[config.mk]
export PLATFORM = sky130hd
export DESIGN_NAME = tmr_channel
export DESIGN_NICKNAME = d
export VERILOG_FILES = /design/src/rtl/tmr_pkg.sv /design/src/rtl/tmr_edge_det.sv /design/src/rtl/tmr_start_val.sv /design/src/rtl/tmr_channel.sv
export SDC_FILE = /design/constraint.sdc
export NUM_CORES = 1
export LEC_CHECK = 0
export BUFFER_PORTS_ARGS = -buffer_cell sky130_fd_sc_hd__buf_4
export CAP_MARGIN = 20
export CORE_UTILIZATION = 45
export CTS_CLUSTER_DIAMETER = 200
export CTS_CLUSTER_SIZE = 8
export DETAILED_ROUTE_END_ITERATION = 6
export HOLD_SLACK_MARGIN = 0.05
export PLACE_DENSITY = 0.61
export SETUP_SLACK_MARGIN = 0.1
export SLEW_MARGIN = 20
export SYNTH_ARGS = -nofsm -noshare
export SYNTH_HDL_FRONTEND = slang
export SYNTH_HIERARCHICAL = 1
export SYNTH_SLANG_ARGS = --single-unit
[constraint.sdc]
create_clock -name clk -period 4.1 [get_ports clk]
set_input_delay 0.41 -clock clk [delete_from_list [all_inputs] [get_ports clk]]
set_output_delay 0.41 -clock clk [all_outputs]
set_load 0.02 [all_outputs]
[src/rtl/tmr_pkg.sv]
package tmr_pkg;

  typedef enum logic [2:0] {
    M_TERM    = 3'd0,
    M_ONESHOT = 3'd1,
    M_RATE    = 3'd2,
    M_SQUARE  = 3'd3,
    M_SWSTB   = 3'd4,
    M_HWSTB   = 3'd5
  } tmode_e;

  // codes 6 and 7 alias the two periodic modes
  function automatic tmode_e decode_mode(input logic [2:0] code);
    case (code)
      3'd0:    return M_TERM;
      3'd1:    return M_ONESHOT;
      3'd2:    return M_RATE;
      3'd3:    return M_SQUARE;
      3'd4:    return M_SWSTB;
      3'd5:    return M_HWSTB;
      3'd6:    return M_RATE;
      default: return M_SQUARE;
    endcase
  endfunction

  function automatic logic is_periodic(input tmode_e m);
    return (m == M_RATE) || (m == M_SQUARE);
  endfunction

  // modes started only by a gate rising edge
  function automatic logic is_gate_started(input tmode_e m);
    return (m == M_ONESHOT) || (m == M_HWSTB);
  endfunction

  // modes in which a gate rising edge acts as a trigger
  function automatic logic is_gate_trig(input tmode_e m);
    return (m == M_ONESHOT) || (m == M_RATE) || (m == M_SQUARE) || (m == M_HWSTB);
  endfunction

  function automatic logic is_strobe(input tmode_e m);
    return (m == M_SWSTB) || (m == M_HWSTB);
  endfunction

endpackage

[src/rtl/tmr_edge_det.sv]
module tmr_edge_det #(
  parameter bit RISING = 1'b1
) (
  input  logic clk,
  input  logic rst_n,
  input  logic sig_i,
  output logic edge_o
);

  logic prev_q;

  always_ff @(posedge clk or negedge rst_n) begin
    if (!rst_n) prev_q <= 1'b0;
    else        prev_q <= sig_i;
  end

  generate
    if (RISING) begin : g_rise
      assign edge_o = sig_i & ~prev_q;
    end else begin : g_fall
      assign edge_o = ~sig_i & prev_q;
    end
  endgenerate

endmodule

[src/rtl/tmr_start_val.sv]
module tmr_start_val
  import tmr_pkg::*;
#(
  parameter int W = 16
) (
  input  tmode_e         mode_i,
  input  logic [W-1:0]   preset_i,
  output logic [W-1:0]   start_o
);

  localparam logic [W-1:0] TOP_EVEN = {{(W-1){1'b1}}, 1'b0};

  always_comb begin
    start_o = preset_i;
    if (mode_i == M_SQUARE) begin
      if (preset_i == '0) start_o = TOP_EVEN;
      else                start_o = {preset_i[W-1:1], 1'b0};
    end
  end

endmodule

[src/rtl/tmr_channel.sv]
module tmr_channel
  import tmr_pkg::*;
#(
  parameter int W = 16
) (
  input  logic         clk,
  input  logic         rst_n,
  input  logic         ext_clk_i,
  input  logic         gate_i,
  input  logic [2:0]   mode_i,
  input  logic         prog_i,
  input  logic [W-1:0] preset_i,
  input  logic         load_i,
  output logic [W-1:0] count_o,
  output logic         out_o,
  output logic         load_err_o
);

  localparam logic [W-1:0] ONE = W'(1);
  localparam logic [W-1:0] TWO = W'(2);

  // reset: asserted asynchronously, released on the clock
  logic [1:0] rst_sync_q;
  logic       rst_core_n;

  always_ff @(posedge clk or negedge rst_n) begin
    if (!rst_n) rst_sync_q <= 2'b00;
    else        rst_sync_q <= {rst_sync_q[0], 1'b1};
  end
  assign rst_core_n = rst_sync_q[1];

  // pin edge events
  logic clk_fall;
  logic gate_rise;

  tmr_edge_det #(.RISING(1'b0)) u_clk_edge (
    .clk   (clk),
    .rst_n (rst_core_n),
    .sig_i (ext_clk_i),
    .edge_o(clk_fall)
  );

  tmr_edge_det #(.RISING(1'b1)) u_gate_edge (
    .clk   (clk),
    .rst_n (rst_core_n),
    .sig_i (gate_i),
    .edge_o(gate_rise)
  );

  // state
  tmode_e       mode_q,   mode_d;
  logic [W-1:0] preset_q, preset_d;
  logic [W-1:0] cnt_q,    cnt_d;
  logic         out_q,    out_d;
  logic         err_q,    err_d;
  logic         run_q,    run_d;
  logic         pend_q,   pend_d;
  logic         trig_q,   trig_d;
  logic         held_q,   held_d;

  logic [W-1:0] start_val;
  tmode_e       mode_new;
  logic         count_en;
  logic         load_bad;

  tmr_start_val #(.W(W)) u_start (
    .mode_i  (mode_q),
    .preset_i(preset_q),
    .start_o (start_val)
  );

  assign mode_new = decode_mode(mode_i);
  assign count_en = gate_i | is_gate_started(mode_q);
  assign load_bad = is_periodic(mode_q) && (preset_i == ONE);

  // next state
  always_comb begin
    mode_d   = mode_q;
    preset_d = preset_q;
    cnt_d    = cnt_q;
    out_d    = out_q;
    err_d    = err_q;
    run_d    = run_q;
    pend_d   = pend_q;
    trig_d   = trig_q;
    held_d   = held_q;

    if (prog_i) begin
      mode_d   = mode_new;
      preset_d = '0;
      cnt_d    = '0;
      err_d    = 1'b0;
      run_d    = 1'b0;
      pend_d   = 1'b0;
      trig_d   = 1'b0;
      held_d   = 1'b0;
      out_d    = (mode_new != M_TERM);
    end else begin
      // count events
      if (clk_fall) begin
        if (pend_q || trig_q) begin
          cnt_d  = start_val;
          run_d  = 1'b1;
          pend_d = 1'b0;
          trig_d = 1'b0;
          out_d  = !((mode_q == M_TERM) || (mode_q == M_ONESHOT));
        end else if (run_q && count_en) begin
          case (mode_q)
            M_RATE: begin
              if (cnt_q == ONE) begin
                cnt_d = start_val;
                out_d = 1'b1;
              end else begin
                cnt_d = cnt_q - ONE;
                out_d = (cnt_q != TWO);
              end
            end
            M_SQUARE: begin
              if (cnt_q == TWO) begin
                cnt_d = start_val;
                out_d = ~out_q;
              end else begin
                cnt_d = cnt_q - TWO;
              end
            end
            default: begin
              cnt_d = cnt_q - ONE;
              if (cnt_q == ONE) begin
                run_d = 1'b0;
                out_d = !is_strobe(mode_q);
              end
            end
          endcase
        end else if (!run_q && is_strobe(mode_q) && !out_q) begin
          out_d = 1'b1;
        end
      end

      // preset loads
      if (load_i) begin
        if (load_bad) begin
          err_d = 1'b1;
        end else begin
          preset_d = preset_i;
          err_d    = 1'b0;
          held_d   = 1'b1;
          if (!is_gate_started(mode_q)) pend_d = 1'b1;
          if (mode_q == M_TERM) begin
            out_d = 1'b0;
            run_d = 1'b0;
          end
        end
      end

      // gate effects
      if (gate_rise && held_d && is_gate_trig(mode_q)) trig_d = 1'b1;
      if (is_periodic(mode_q) && !gate_i) out_d = 1'b1;
    end
  end

  // registers
  always_ff @(posedge clk or negedge rst_core_n) begin
    if (!rst_core_n) begin
      mode_q   <= M_TERM;
      preset_q <= '0;
      cnt_q    <= '0;
      out_q    <= 1'b0;
      err_q    <= 1'b0;
      run_q    <= 1'b0;
      pend_q   <= 1'b0;
      trig_q   <= 1'b0;
      held_q   <= 1'b0;
    end else begin
      mode_q   <= mode_d;
      preset_q <= preset_d;
      cnt_q    <= cnt_d;
      out_q    <= out_d;
      err_q    <= err_d;
      run_q    <= run_d;
      pend_q   <= pend_d;
      trig_q   <= trig_d;
      held_q   <= held_d;
    end
  end

  assign count_o    = cnt_q;
  assign out_o      = out_q;
  assign load_err_o = err_q;

endmodule

# == Word level (Yosys, flattened, before mapping) ==
# Cells that the tools add are included.
# totals
mem_bits_ro,0
in_bits,25
mem_count,0
output_inout_bits,18
mem_bits_rw,0
word_cells,121
latchBits,0
regBits,45
# classes
n_lt_le_gt_ge,0
eq_ne,15
add_sub_neg,2
reduce_logical,34
bitwise,6
multipliers,0
muxes,52
shifts,0
n_div,0
# op_table
op,n
two-way mux 16 bit,11
two-way mux 1 bit,38
"equality test 16 x 1 -> 1 bit, second input constant",2
case mux 16 bit (2 select lines),1
"equality test 16 x 2 -> 1 bit, second input constant",1
logical NOT 16 bit,1
"inequality test 16 x 2 -> 1 bit, second input constant",1
"subtractor 16 x 1 -> 16 bit, second input constant",1
"subtractor 16 x 2 -> 16 bit, second input constant",1
"equality test 3 bit, second input constant",5
case mux 3 bit (5 select lines),1
nonzero test 3 bit,4
"equality test 3 x 2 -> 1 bit, second input constant",3
logical OR 1 bit,8
logical AND 1 bit,7
"equality test 3 x 1 -> 1 bit, second input constant",2
logical NOT 3 bit,2
AND reduction 2 bit,3
logical NOT 1 bit,5
nonzero test 2 bit,2
OR reduction 2 bit,2
NOT 1 bit,3
AND 1 bit,2
"inequality test 2 bit, second input constant",1
2 further kinds,2

# == Longest topological paths before layout ==
# Gate-level depths: netlist of run 1.
# depth
word_depth,13
ltp_mapped,9
mapped_depth_nobuf,8

# == Hierarchy ==
# The synthesis of run 1 kept the hierarchy.
# by_module_without_submodules
mod,seq_area_each_um2,area_per_inst_um2,instances,cells_each
tmr_channel,1076.0,2807.7,1,322
tmr_start_val,0.0,215.2,1,25
tmr_edge_det,25.0,38.8,2,2

# == Least setup slack after synthesis of run 1 ==
# OpenSTA, ideal clock, no wires.
# synth_path
path_kind,reg-to-reg
startpoint,"reg cnt_q[1], in the netlist count_o[1]"
endpoint,"reg cnt_q[6], in the netlist count_o[6]"
path_buffers,0
period_less_slack_ns,2.179
path_slack_ns,1.921
arrival_ns,2.042
required_ns,3.963
setup_ns,0.137
stages_incl_launch_ff,9
cell_sequence,dfrtp_1 > inv_1 > ha_1 > nor3b_1 > and4_1 > or3_1 > o211a_2 > a211oi_1 > a211oi_2
# synth_via
elab_chain_len,7
elab_cells_between_ends,11
classes_between,2 x add/sub; 2 x eq/ne; 7 x mux
# synth_rtl
element,line,source
from (decl),tmr_channel.sv:53,"logic [W-1:0] cnt_q, cnt_d;"
from (signal assigned),tmr_channel.sv:176,cnt_q <= cnt_d;
subtractor 16 x 2 -> 16 bit (tied with other cells),tmr_channel.sv:123,cnt_d = cnt_q - TWO;
"two-way mux 16 bit, on equally long branches","tmr_channel.sv:119, tmr_channel.sv:110",
case mux 16 bit (2 select lines) *,tmr_channel.sv:108,case (mode_q)
two-way mux 16 bit *,tmr_channel.sv:107,end else if (run_q && count_en) begin
two-way mux 16 bit *,tmr_channel.sv:101,if (pend_q || trig_q) begin
two-way mux 16 bit *,tmr_channel.sv:100,if (clk_fall) begin
two-way mux 16 bit *,tmr_channel.sv:88,if (prog_i) begin
# Mark *: on every way between the ends. The rest lies on a longest branch, timed or not. The select of a mux whose other input is x is not followed.
# A chain may end at the register's enable or synchronous reset.

# == Worst setup path in the final report of run 1 ==
# layout_path
startpoint,"reg cnt_q[1], in the netlist count_o[1]"
endpoint,"reg cnt_q[3], in the netlist count_o[3]"
# Same word-level chain as after synthesis.

==> out/results.txt, run 1 <==
Status = finished, final reports clean
Worst Tran Pin Value = 0.960 ns
CTS H-Tree Depth = 2
Fmax achieved = 370 MHz
Worst hold path class = primary input to register
Crit path max-delay family = compound AO/OA/AOI/OAI gates
Worst EP arrival = 2.88 ns
First-pass GRT wire length = 14800 um
Synth cell types = 67
Crit path buf inv count = 1
Worst-path cell chain = inv_1, ha_1, nor3b_1, and4_1, o21ai_1, nand2_1, a311oi_1, o221ai_1
DRC = 0
Worst setup EP type = register
Drt via density = 6.42
Psw = 492 uW
Vias in the first global route = 2835
Row cnt = 29
Sw Ratio = 37.3%
Mapped Nets = 381
Critical path's slowest cell = o21ai_1
Post-CTS Setup Repair Bufs = 0
Final Critical Period = 2.71 ns
CTS clk-pin slew, worst paths = 0.09 ns
First-pass DRT Iterations = 5
Max-Slew Margin vs Limit = 36.0%
Synthesized cell area = 3100 um2
Post-synth EDFFs = 0
Cells after Synth = 351
Largest net degree at the start of global routing = 44
First DRT Iteration DRCs = 347
Area delta synth->final = 15.0%
Leakage = 1.65 nW
Cell Pwr Density = 370 nW/um2
Ys Warns = 6
Post-synth ARST share = 100%
Clk pwr share = 27.0%
IO Pins = 43
Comb power frac = 33.7%
Post-synthesis sequential area ratio = 36.3%
Die height = 85.0 um
Clock tree root driver cell = clkbuf_8
GRT Total Usage = 26.3%
Hpwl dp = 6490 um
Post-route ant nets = 0
Crit Path Class = register to register
Synth Area per Inst = 8.83 um2
Core area = 6490 um2
Reg2reg end = count_o[3]
PnR worst setup slack = 1.39 ns
Initial core utilization = 47.7%
Placed Area = 3440 um2
Number of port buffers = 42
Setup TNS = 0 ns
Crit-path max cell delay = 0.65 ns
NumNets Final = 413
Clock buffer depth = 2
Max-cap violations = 0
Main synth FF type = dfrtp_1
Hold path startpoint = ext_clk_i
Die ar. = 7230 um2
Reg2Reg Setup Slack = 1.39 ns
Pre-CTS WS = 1.46 ns
Vias = 2959
Design Area, Final = 3560 um2
Clk sink count = 45
Clk_lat worst skew = 0.31 ns
Final hold slack = 0.226 ns
Hold Buf Count CTS = 1
Synth Register Bits = 45
Reg2reg path depth = 8
WHS Path Cells = 1
Total Wirelength = 8890 um
Worst Path Required = 4.27 ns
Pint = 827 uW
CTS buffer count = 5
GR Overflow Total = 0
Final Max Tran Viols = 0
Sequential share of power = 39.2%
R2r startpoint = count_o[1]
Per-cell routed wire length = 19.3 um
Endpoints failing setup = 0
Routability-driven placement congestion ratio = 0.980
CP max FO = 11
Max IR drop VDD = 0.142 mV
Layout cell share with drive strength beyond 1 = 20.1%
Tcrit/Tclk final = 66.0%
Die W = 85.0 um
Antenna Cells = 0
Initial antenna violation count = 0
Hold endpoint = u_clk_edge/prev_q
Startpoint type of the worst setup path = register
Layout fillers = 608
Worst Skew = 0.00433 ns
Unrepaired setup endpoints after global routing = false
CTS-repair resized insts = 0
CTS tree = done
Fin. Hold Viols = 0
[cell usage after synthesis, types with 3 or more instances]
library cell | instances | area share, %
a211oi_1 | 3 | 0.73
a21o_1 | 4 | 0.97
a21oi_1 | 26 | 4.2
a221oi_1 | 3 | 0.85
a22oi_1 | 3 | 0.73
a31oi_1 | 4 | 0.81
and2_1 | 3 | 0.61
buf_2 | 7 | 1.1
clkbuf_1 | 9 | 1.1
dfrtp_1 | 45 | 36
ha_1 | 5 | 2.0
inv_1 | 11 | 1.3
mux2i_1 | 13 | 4.2
nand2_1 | 33 | 4.0
nand2b_1 | 3 | 0.61
nand3_1 | 10 | 1.6
nand4_1 | 5 | 1.0
nor2_1 | 35 | 4.2
nor2b_1 | 3 | 0.61
nor3_1 | 9 | 1.5
nor3b_1 | 3 | 0.73
nor4_1 | 13 | 2.6
o2111ai_1 | 3 | 0.85
o211ai_1 | 3 | 0.73
o21a_1 | 4 | 0.97
o21ai_0 | 10 | 1.6
o21ai_1 | 3 | 0.48
o21bai_1 | 5 | 1.2
o21bai_2 | 10 | 3.6
o22ai_1 | 5 | 1.0
o311ai_0 | 3 | 0.85
o31ai_1 | 4 | 0.97
xnor2_1 | 4 | 1.1
[cells in the final DEF (no fill, tap or decap), drive strengths merged, types with 9 or more instances in the layout]
master / synthesis / routed
nor4: 14 / 14
mux2i: 13 / 13
a21oi: 27 / 27
nand3: 10 / 10
nor3: 9 / 9
dfrtp: 45 / 45
inv: 11 / 11
nand2: 33 / 33
buf: 11 / 45
o21bai: 15 / 15
nor2: 35 / 35
o21ai: 14 / 14
[metal layers]
layer  global-route usage [%]  share of wire [%]  up-vias
li1                         -                  -     1387
met1                     37.0                 46     1423
met2                     41.8                 46      135
met3                     4.28                6.2       14
met4                     7.70                1.5        0
met5                        0                  0        -
[sequential cells by signal, summed over array words and instances (netlist names)]
signal and count:
count_o 16, preset_q 16, mode_q 3, rst_sync_q 2, held_q 1, load_err_o 1, out_o 1, pend_q 1
run_q 1, trig_q 1, u_clk_edge/prev_q 1, u_gate_edge/prev_q 1
[cell families (layout without fill, tap and decap cells)]
group,after synthesis,after routing,synth area share (%)
muxes,15,15,4.92
xor gates and xnor gates,6,6,1.69
AOI/OAI and AO/OA,117,117,28.4
other,1,1,0.121
DFF,45,45,36.3
and+or+nand+nor,130,130,22.0
buffers and inverters,32,65,4.56
adders and majority gates,5,5,2.02
[worst max-delay path by stage]
stage / startpoint / endpoint / depth (start not counted)
2_1_floorplan: count_o[1] / count_o[6] / 8
3_3_place_gp: count_o[1] / count_o[3] / 8
3_5_place_dp: count_o[1] / count_o[3] / 8
4_1_cts: count_o[1] / count_o[3] / 8
5_1_grt: count_o[1] / count_o[3] / 8
6_report: count_o[1] / count_o[3] / 8
[layout make-up]
class / instances / area [um2] / area share, %
Clock inverter: 3 / 46.3 / 1.30
Inverter: 11 / 41.3 / 1.16
Sequential cell: 45 / 1130 / 31.6
Clock buffer: 5 / 68.8 / 1.93
Tap cell: 77 / 96.3 / 2.70
Timing Repair Buffer: 46 / 348 / 9.76
Multi-Input combinational cell: 274 / 1840 / 51.5
[power groups by stage]
stage | Combinational, mW | Sequential [mW] | Clock, mW
global placement | 0.433 | 0.526 | 0
floorplan | 0.315 | 0.521 | 0
CTS | 0.435 | 0.518 | 0.359
detailed placement | 0.432 | 0.527 | 0
global route | 0.489 | 0.525 | 0.377
finish | 0.445 | 0.518 | 0.357
[stage by stage]
stage          power, mW  cells  utilization (%)
6_report            1.32    461             54.9
3_5_place_dp       0.958    452             53.0
4_1_cts             1.31    461             54.9
2_1_floorplan      0.836    351                -
3_3_place_gp       0.960    452             53.0
5_1_grt             1.39    461             54.9
Power figures use the tool's default switching activity.
==> inputs of run 2 (changes only) <==
--- a/config.mk
+++ b/config.mk
@@ -5,6 +5,7 @@
 export SDC_FILE = /design/constraint.sdc
 export NUM_CORES = 1
 export LEC_CHECK = 0
+export ABC_AREA = 1
 export BUFFER_PORTS_ARGS = -buffer_cell sky130_fd_sc_hd__buf_4
 export CAP_MARGIN = 20
 export CORE_UTILIZATION = 45
==> constraint.sdc (replaced) <==
create_clock -name clk -period 2.7 [get_ports clk]
set_input_delay 0.27 -clock clk [delete_from_list [all_inputs] [get_ports clk]]
set_output_delay 0.27 -clock clk [all_outputs]
set_load 0.02 [all_outputs]
==> run 2 against run 1 <==
Critical path depth grew 3. First-iteration DRC count shrank 48%. Via count grew 8.7%. Routed wire length shrank 5.1%. Core utilization grew 0.20 points. Non-clock buffer count grew 1. Worst hold slack lost 0.14 ns. Fmax grew 23%. Cell area grew 7.3%. Global-route usage shrank 1.9 points. Clock skew is essentially flat. Highest routed layer unchanged.
==> out/results.txt, run 2 <==
Synthesized cell area = 3290 um2
Initial core utilization = 47.4%
Fin. Hold Viols = 0
Post-route ant nets = 0
First-pass DRT Iterations = 5
Clock buffer depth = 2
Post-Route Utilization = 55.1%
Worst Path Required = 2.90 ns
Post-synth EDFFs = 0
Post-synthesis sequential area ratio = 34.2%
Placed cell count = 617
Max-Slew Margin vs Limit = 36.6%
CTS-repair resized insts = 0
Status = finished, final reports clean
Most frequent cell after synthesis = nand2_1
CTS buffer count = 5
Post-synth ARST share = 100%
Ys Warns = 6
Total Wirelength = 8440 um
PnR worst setup slack = 0.503 ns
GR Util met3 = 3.02%
Antenna Cells = 0
Synth top cells by count = 119 x nand2_1, 73 x inv_1, 48 x nor2_1
Design Area, Final = 3820 um2
NumNets Final = 559
Sw Ratio = 44.1%
Fmax achieved = 455 MHz
First DRT Iteration DRCs = 179
Vias = 3216
CTS clk-pin slew, worst paths = 0.09 ns
Layout cell share with drive strength beyond 1 = 18.3%
Synth Area per Inst = 6.81 um2
Final hold slack = 0.0861 ns
Reg2Reg Setup Slack = 0.50 ns
Per-cell routed wire length = 13.5 um
GR Overflow Total = 0
IO Pins = 43
Worst setup EP type = register
Top cell type's share of synthesized area = 34.2%
Comb power frac = 46.0%
Max IR drop VDD = 0.312 mV
Initial antenna violation count = 0
Worst Tran Pin Value = 0.951 ns
Max-cap violations = 0
Top cells by area, synth = dfrtp_1 34%, nand2_1 14%, inv_1 8.3%
Synth Register Bits = 45
Drt via density = 5.14
Unrepaired setup endpoints after global routing = false
Worst EP arrival = 2.40 ns
Leakage = 2.02 nW
GR Util met1 = 32.6%
Most common cell after layout, fill and taps aside = nand2_1
Final Max Tran Viols = 0
Clock tree root driver cell = clkbuf_8
Routability-driven placement congestion ratio = 0.947
Clk_lat worst skew = 0.30 ns
Met2 usage = 41.0%
Vias in the first global route = 3066
Area delta synth->final = 16.1%
Hpwl dp = 6530 um
CTS tree = done
Total power = 2.66 mW
Psw = 1.17 mW
Worst hold path class = primary input to register
Yosys top cell by area = dfrtp_1
Die height = 87.6 um
Pint = 1.49 mW
Crit Path Class = register to register
Clk pwr share = 19.7%
Cell Pwr Density = 695 nW/um2
Worst Skew = 0.00452 ns
Most frequent cells in the layout = 119 x nand2_1, 73 x inv_1, 48 x nor2_1
Mapped Nets = 514
Number of port buffers = 42
Die ar. = 7670 um2
Endpoints failing setup = 0
Largest net degree at the start of global routing = 44
Busiest grt layer = met2
Die W = 87.6 um
Main synth FF type = dfrtp_1
DRC = 0
Pre-CTS WS = 0.535 ns
Row cnt = 30
First-pass GRT wire length = 14600 um
Startpoint type of the worst setup path = register
CTS H-Tree Depth = 2
Final Critical Period = 2.20 ns
Clk sink count = 45
Tcrit/Tclk final = 81.4%
Setup TNS = 0 ns
Core area = 6940 um2
Cells after Synth = 484
CP max FO = 7
Synth cell types = 39
GRT Total Usage = 24.4%
Fin cells = 626
Placed Area = 3700 um2
Sequential share of power = 34.3%
-- run 2: repair_timing --
action / in CTS / in global routing
hold buffers: 1 / 0
setup endpoints to repair: 0 / 0
endpoints found under the hold margin: 2 / 0
buffers inserted: 0 / 0
-- run 2: kinds of logic after synthesis --
| kind of cell | synth area share, % |
|---|---|
| AO/OA/AOI/OAI | 13.3 |
| XOR/XNOR | 2.92 |
| adder cells (fa/ha/maj) | 1.90 |
| buffers and inverters | 10.9 |
| flip-flops | 34.2 |
| other | 0.114 |
| AND/OR/NAND/NOR | 36.8 |
-- run 2: final timing paths --
check | depth (start not counted) | end | startpoint
max in group asynchronous | 0 | count_o[3] | rst_sync_q[1]
min | 1 | u_clk_edge/prev_q | ext_clk_i
min reg2reg | 0 | rst_sync_q[1] | rst_sync_q[0]
max | 11 | count_o[13] | count_o[1]
max reg2reg | 11 | count_o[13] | count_o[1]
min in group asynchronous | 2 | rst_sync_q[1] | rst_n
-- run 2: power by group through the flow --
stage / Clock, mW / Combinational, mW / Sequential, mW
2_1_floorplan: 0 / 0.810 / 0.970
3_3_place_gp: 0 / 1.21 / 0.925
3_5_place_dp: 0 / 1.21 / 0.927
4_1_cts: 0.539 / 1.22 / 0.914
5_1_grt: 0.558 / 1.39 / 0.930
6_report: 0.523 / 1.22 / 0.912
-- run 2: layout make-up --
cell class,count,area [um2]
well taps,96,120
inverters,80,300
clock inverters,2,38.8
repair buffers,47,355
multi-input cells,350,1810
clock buffers,6,72.6
fillers,729,3120
flip-flops and latches,45,1130
-- run 2: metal layers --
layer,routed length (um),share of wire (%)
met3,375,4.4
met1,3910,46
met5,0,0
met2,3990,47
met4,163,1.9
-- run 2: worst max-delay path: stages (launching register included) --
cell     delay [ns]
dfrtp_1        0.42
inv_1          0.23
ha_1           0.25
nand2_1        0.10
nor2_1         0.22
inv_1          0.12
nor2_2         0.24
nand2_1        0.11
o21ai_0        0.16
nand3_1        0.10
nand3_1        0.11
nand2_1        0.05
==> inputs of run 3 (changes only) <==
==> constraint.sdc (replaced) <==
create_clock -name clk -period 2.1 [get_ports clk]
set_input_delay 0.21 -clock clk [delete_from_list [all_inputs] [get_ports clk]]
set_output_delay 0.21 -clock clk [all_outputs]
set_load 0.02 [all_outputs]
==> run 3 against run 2 <==
Die area unchanged. Non-clock buffer count up 16. Sequential power grew 26%. Combinational power up 43%. Via count is 1.4% higher.
==> out/results.txt, run 3 (synthesis gave the netlist of run 2 again) <==
Total Wirelength = 8820 um
Vias in the first global route = 3011
Crit Path Class = register to register
Final Critical Period = 1.96 ns
CP max FO = 5
Tcrit/Tclk final = 93.2%
Hpwl dp = 6490 um
Fin cells = 642
Fmax achieved = 511 MHz
Worst Path Required = 2.35 ns
Die height = 87.6 um
First-pass DRT Iterations = 5
Core area = 6940 um2
Worst Tran Pin Value = 0.557 ns
Most frequent cells in the layout = 118 x nand2_1, 72 x inv_1, 59 x buf_4
GRT Total Usage = 23.8%
Max-cap violations = 0
Max-Slew Margin vs Limit = 62.9%
Max IR drop VDD = 0.339 mV
Final Max Tran Viols = 0
Fin. Hold Viols = 0
Clk sink count = 45
CTS clk-pin slew, worst paths = 0.09 ns
Antenna Cells = 0
Leakage = 2.07 nW
Initial antenna violation count = 0
Initial core utilization = 47.4%
Area delta synth->final = 21.2%
Number of port buffers = 42
Setup TNS = 0 ns
Row cnt = 30
Status = finished, final reports clean
CTS buffer count = 5
Drt via density = 5.08
Vias = 3262
CTS tree = done
Most common cell after layout, fill and taps aside = nand2_1
Worst setup EP type = register
Placed cell count = 625
Worst hold path class = primary input to register
IO Pins = 43
Endpoints failing setup = 0
Startpoint type of the worst setup path = register
NumNets Final = 575
Total power = 3.45 mW
Cell Pwr Density = 864 nW/um2
Largest net degree at the start of global routing = 44
CTS H-Tree Depth = 2
Die ar. = 7670 um2
Unrepaired setup endpoints after global routing = true
Worst Skew = 0.00249 ns
Per-cell routed wire length = 13.7 um
First-pass GRT wire length = 14200 um
GR Overflow Total = 0
Layout cell share with drive strength beyond 1 = 22.9%
Routability-driven placement congestion ratio = 0.989
Clk_lat worst skew = 0.30 ns
First DRT Iteration DRCs = 214
Die W = 87.6 um
DRC = 0
Clock tree root driver cell = clkbuf_8
Worst EP arrival = 2.20 ns
Post-route ant nets = 0
Clock buffer depth = 2
-- run 3: cell types whose count changed in the layout (fill, tap and decap cells not counted), sizes merged --
| cell | before | now |
|---|---|---|
| buf | 46 | 60 |
| clkinv | 2 | 1 |
| clkinvlp | 0 | 2 |
| bufinv | 1 | 0 |
| dlygate4sd3 | 1 | 3 |
-- run 3: per-layer routing --
layer	GRT usage, %	part of all wire (%)	vias to the layer above
met5	0	0	-
met4	7.75	2.4	0
met3	3.02	5.5	22
met2	39.5	46	118
met1	32.4	46	1470
li1	-	-	1652
-- run 3: metrics by stage --
step	hold WS (ns)	setup slack (ns)	cell area, um2	utilization (%)
finish	0.142	0.143	3990	57.5
global route	0.155	0.0411	3990	57.5
CTS	0.140	0.102	3880	55.9
detailed placement	-0.00604	0.137	3760	54.2
global placement	-0.00757	0.160	3760	54.2
floorplan	-0.0856	0.247	3290	-
-- run 3: power by group --
group	switching (mW)	internal, mW
registers	0.160	0.985
clock network	0.320	0.235
logic	1.09	0.657
-- run 3: worst max-delay path, stage by stage (launching register included) --
cell and delay (ns):
dfrtp_1 0.48, nor2_4 0.16, nand2_2 0.08, nor2_4 0.20
nand2_2 0.15, o21ai_4 0.28, buf_12 0.15, o21ai_0 0.11
nand2_1 0.09, nand2_1 0.05, nand2_1 0.05, nand2_1 0.05
nand2_1 0.05
-- run 3: area by class of cell --
type                       count  area (um2)
clock buffer                   6        72.6
clock inverter                 2        15.0
fill                         693        2950
inverter                      80         305
multi-input combinational    350        1850
sequential                    45        1140
tap                           96         120
timing repair buffer          63         493
-- run 3: path summary, 6_finish.rpt --
path                               startpoint       endpoint  slack, ns  depth (start not counted)
worst min register to register  rst_sync_q[1]      mode_q[1]       0.35                          1
worst max-delay path              count_o[15]     count_o[6]       0.14                         12
worst max register to register    count_o[15]     count_o[6]       0.14                         12
max in group asynchronous       rst_sync_q[1]     count_o[5]       1.35                          1
min in group asynchronous               rst_n  rst_sync_q[1]       0.21                          2
worst min-delay path                mode_i[1]          out_o       0.14                          3
-- run 3: timing repair --
item                                    4_1_cts  5_1_grt
hold buffers                                  3        0
gates resized for setup                       0       21
hold endpoints to repair                      4        0
setup buffers                                 0        6
endpoints found under the setup margin        0       16
